**src/rtl/chgain_seq.sv**
```systemverilog
module chgain_seq #(
  parameter int DEPTH = 16,
  parameter int CH_W  = 4,
  parameter int G_W   = 2
) (
  input  logic              clk,
  input  logic              rst_n,
  input  logic              wr_en,
  input  logic              wr_sel,
  input  logic [7:0]        wr_data,
  input  logic              scan_en,
  input  logic              diff_mode,
  input  logic              conv_done,
  output logic [CH_W-1:0]   chan,
  output logic [G_W-1:0]    gain,
  output logic              last,
  output logic [$clog2(DEPTH)-1:0] ptr,
  output logic              scan_end
);
  localparam int PW     = $clog2(DEPTH);
  localparam int LAST_B = 4;
  localparam int GAIN_B = 6;
  localparam logic [PW-1:0] TOP = PW'(DEPTH - 1);

  logic [7:0] slot [DEPTH];
  logic [7:0] cur;

  assign cur  = slot[ptr];
  assign last = cur[LAST_B];
  assign gain = cur[GAIN_B +: G_W];
  assign chan = diff_mode ? {1'b0, cur[CH_W-2:0]} : cur[CH_W-1:0];

  wire ptr_wr   = wr_en && !wr_sel;
  wire entry_wr = wr_en && wr_sel;
  wire step     = conv_done && scan_en;

  always_ff @(posedge clk) begin
    if (!rst_n) begin
      ptr      <= '0;
      scan_end <= 1'b0;
      for (int i = 0; i < DEPTH; i++) slot[i] <= '0;
    end else begin
      scan_end <= conv_done && (!scan_en || last);
      if (entry_wr) slot[ptr] <= wr_data;
      if (ptr_wr)
        ptr <= wr_data[PW-1:0];
      else if (step)
        ptr <= (last || ptr == TOP) ? '0 : ptr + 1'b1;
    end
  end
endmodule


```
**config.mk**
```make
export PLATFORM = sky130hd
export DESIGN_NAME = chgain_seq
export DESIGN_NICKNAME = d
export VERILOG_FILES = /design/src/rtl/chgain_seq.sv
export SDC_FILE = /design/constraint.sdc
export NUM_CORES = 1
export LEC_CHECK = 0
export ABC_AREA = 1
export CORE_ASPECT_RATIO = 0.5
export CORE_MARGIN = 2
export CORE_UTILIZATION = 57
export DETAILED_ROUTE_END_ITERATION = 10
export DONT_BUFFER_PORTS = 1
export GPL_ROUTABILITY_DRIVEN = 0
export HOLD_SLACK_MARGIN = 0.15
export PLACE_DENSITY_LB_ADDON = 0.12
export SLEW_MARGIN = 20
export SYNTH_ARGS = -nofsm -noshare
export SYNTH_HDL_FRONTEND = slang
export SYNTH_SLANG_ARGS = --single-unit
```
**constraint.sdc**
```tcl
create_clock -name clk -period 1.6 [get_ports clk]
set_input_delay 0.16 -clock clk [delete_from_list [all_inputs] [get_ports clk]]
set_output_delay 0.16 -clock clk [all_outputs]
set_load 0.05 [all_outputs]
```
Word-level counts from Yosys, hierarchy flattened
Memories as Yosys holds them, arrays and structs flattened. A register that Yosys moved wholly into a read port is not among the register bits.
Index checks and enable logic that the tools add are counted.
Word-level totals
  register bits: 5
  memory bits (writable): 128
  bits of input ports: 15
  output and inout port bits: 12
  word-level logic and storage cells: 28
  memories kept: 1
Cells by class
  add/subtract/negate cells: 1
  equality and inequality tests: 1
  muxes and demuxes: 13
  reduce and logical (&&, ||, !) cells: 10
Memory list
  slot: words 16, bits a word 8, rd ports 1, clocked after memory_dff 1, wr ports 16, line 25  | logic [7:0] slot [DEPTH];
Operators by type and width (number)
  4-bit 2-to-1 mux: 7
  8-bit 2-to-1 mux: 1
  8-bit OR reduction: 1
  1-bit 2-to-1 mux: 5
  4-bit by 1-bit adder with 4-bit output, second input constant: 1
  4-bit == test, second input constant: 1
  1-bit logical AND: 4
  1-bit logical NOT: 2
  1-bit logical OR: 2
  2-bit nonzero test: 1

Longest topological paths before layout
  depth in word-level cells: 7
  depth in mapped cells: 10

Worst setup path after synthesis
No wires, ideal clock.
  path type: flip-flop to flip-flop
  start point: register ptr[0]
  end point: memory slot[11][0] (enable)
  arrival: 1588 ps
  required time: 1276 ps
  setup slack: -311 ps
  stages on the path, launching flop included: 6
  path buffers: 0
  clock period less this slack: 1911 ps
  cell sequence: dfxtp_1 > ha_1 > inv_1 > nor2_1 > nand2_1 > nand2_1
RTL lines
  start, declared: line 17  | output logic [$clog2(DEPTH)-1:0] ptr,
  start signal, assigned: line 46  | ptr <= wr_data[PW-1:0];
  start signal, assigned: line 48  | ptr <= (last || ptr == TOP) ? '0 : ptr + 1'b1;
  end, declared: line 25

==> reports/metrics.csv <==
stage,metric,value,unit
run_status,status,"complete, but fails checks",
run_status,failed_checks,setup timing,
logic_synthesis,synth_most_common_cell,nor2_1,
power,p_per_area,1240,nW/µm²
clock_network,tritoncts,done,
logic_synthesis,synth_flop_cell,edfxtp_1,
power,total_power,0.00885,W
routing,drt-vias-per-instance,6.07,
die,rows,25,
sta,slew_violations,0,
power,leakage,2.82,nW
worst_hold_path,holdCritPathClass,in -> reg,
die,die_h,73.8,µm
clock_network,cts-root-buf,clkbuf_16,
logic_synthesis,synth.top_cell.area_share,60.6,%
layout,diodes,0,
sta,hold_viol_final,0,
logic_synthesis,synth_cell_type_count,28,
power,peakVddDrop,0.884,mV
routing,routed_wl,16.0,mm
global_routing,grt_pass1_wl,23.4,mm
die,dieWidth,144,µm
sta,rsz0062_at_grt,yes,
layout,fin_util,75.6,%
critical_path,start_kind,flop,
die,coreArea,9450,µm²
logic_synthesis,syn_avg_cell_area,10.2,µm²
placed_design,hpwl,9.44,mm
clock_network,cts_buffers,17,
sta,fmax,0.477,GHz
critical_path,crit_type,reg -> out,
routing,routedWlPerCell,21.3,µm
clock_network,cts_buffer_depth,2,
die,start_util,58.8,%
layout,nets,624,
clock_network,clkTransAtPathRegs,60,ps
die,num_io_pins,27,
critical_path,cp.arrival,1940,ps
global_routing,antenna_found_initial,0,
layout,drive_gt1_share,25.1,%
sta,tightest_slew,990,ps
clock_network,htreeDepth,4,
placed_design,port-buffer-count,0,
logic_synthesis,yosysWarningCount,0,
critical_path,critPathMaxFanout,12,
logic_synthesis,ys_ff_latch,121,
global_routing,track_usage,31.5,%
sta,fin_ws,-498,ps
global_routing,grt_max_degree,28,
logic_synthesis,synth_cells,545,
placed_design,place_inst,703,
sta,period_needed,2100,ps
logic_synthesis,yosysSeqAreaShare,63.8,%
critical_path,setup.worst_path.end_class,primary output,
logic_synthesis,syn_nets,564,
routing,drtAntennaViolNets,0,
logic_synthesis,async_flop_share,0,%
routing,first_pass_iters,5,
sta,relSlewSlack,34.0,%
global_routing,grt_pass1_vias,4034,
die,die-area,10600,µm²
routing,drt-initial-drc-count,791,
logic_synthesis,netlist_top_cells_area,"edfxtp_1 61%, nor2_1 12%, nand2_1 4.1%",
flow_run,cap_violations,0,
sta,fin_crit_sh,131,%
logic_synthesis,synth.top_cells.by_count,"175 x nor2_1, 112 x edfxtp_1, 61 x nand2_1, 35 x o21ai_0, 29 x inv_1",
clock_network,clock_latency,420,ps
critical_path,required,1440,ps
global_routing,grt-ovfl-total,0,
routing,num_vias,4573,
sta,clock_skew,6.91,ps
placed_design,post-place-ws,-65.7,ps
sta,setup_viol,16,
routing,drc,0,
logic_synthesis,netlist_area,5550,µm²
layout,stdcell_count,753,
logic_synthesis,synth_top_cell_by_area,edfxtp_1,
layout,syn2layout_area_growth,28.5,%
logic_synthesis,synth_edf_count,112,
clock_network,clock_sinks,121,
timing repair:
action / 4_1_cts / 5_1_grt
cloned: 2 / 1
resized for setup: 43 / 38
hold buffers: 8 / 1
endpoints found under the hold margin: 73 / 21
setup buffers: 1 / 5
setup endpoints to repair: 33 / 106
pin swaps: 8 / 17
worst paths after layout:
path                               from      end  slack, ps  cells past startpoint
worst max-delay path               flop  chan[1]       -500                      7
worst min-delay path            scan_en   ptr[3]        160                      4
worst max register to register     flop     flop       -350                     12
worst min register to register   ptr[2]   ptr[2]        710                      4
sequential cells by signal, indices dropped and copies added (netlist names), named ones only:
register / flops
scan_end: 1
slot: 112
ptr: 4
kinds of logic after synthesis:
family                     after synthesis  share of synthesized area (%)
adders and majority gates                4                          0.901
AOI/OAI and AO/OA                       86                           9.66
buffers and inverters                   66                           6.35
and+or+nand+nor                        267                           19.1
xor gates and xnor gates                 1                          0.158
DFF                                    121                           63.8
layer usage:
| metal | global-route usage [%] | vias up | routed length, µm |
|---|---|---|---|
| met5 | 0 | - | 0 |
| met3 | 9.91 | 32 | 1890 |
| met4 | 9.69 | 0 | 287 |
| li1 | - | 1995 | - |
| met1 | 47.0 | 2229 | 6760 |
| met2 | 44.3 | 317 | 7060 |
power breakdown:
group	internal, W	switching [W]	total (W)
Sequential	0.00357	0.0000697	0.00364
Clock	0.00260	0.00149	0.00409
Combinational	0.000414	0.000706	0.00112
layout make-up:
class                      instances  area, µm²
inverter                          36        143
multi-input combinational        358       1870
timing repair buffer              71        773
clock buffer                      17        425
tap                              135        169
sequential                       121       3560
clock inverter                    15        200
fill                             627       2310
per-stage QoR:
step | hold WS, ps | TNS [ps] | area, µm²
after global routing | 175 | -5730 | 7140
after detailed placement | 308 | -628 | 6030
after global placement | 300 | -66.6 | 6030
after floorplan | 286 | 0 | 5570
after CTS | 150 | -2570 | 6950
final | 158 | -5390 | 7140
cell usage in the layout, fill, tap and decap left out, drive strengths merged:
cell type	instances
xnor2	1
buf	61
nand3	23
dfxtp	9
edfxtp	112
inv	33
nand2	64
dlygate4sd3	8
nor3b	1
nor2	175
bufinv	4
clkbuf	18
clkinvlp	6
clkinv	8
o22ai	8
a21oi	5
o211ai	6
ha	4
dlymetal6s4s	1
o221ai	18
nand4	4
o21ai	49
critical path, stage by stage, from the launching register on:
cell	delay, ps
dfxtp_2	340
inv_2	100
buf_4	200
o21ai_0	140
o221ai_1	300
nand3_1	150
nand2_1	140
buf_12	140
(Power assumes the default switching activity.)
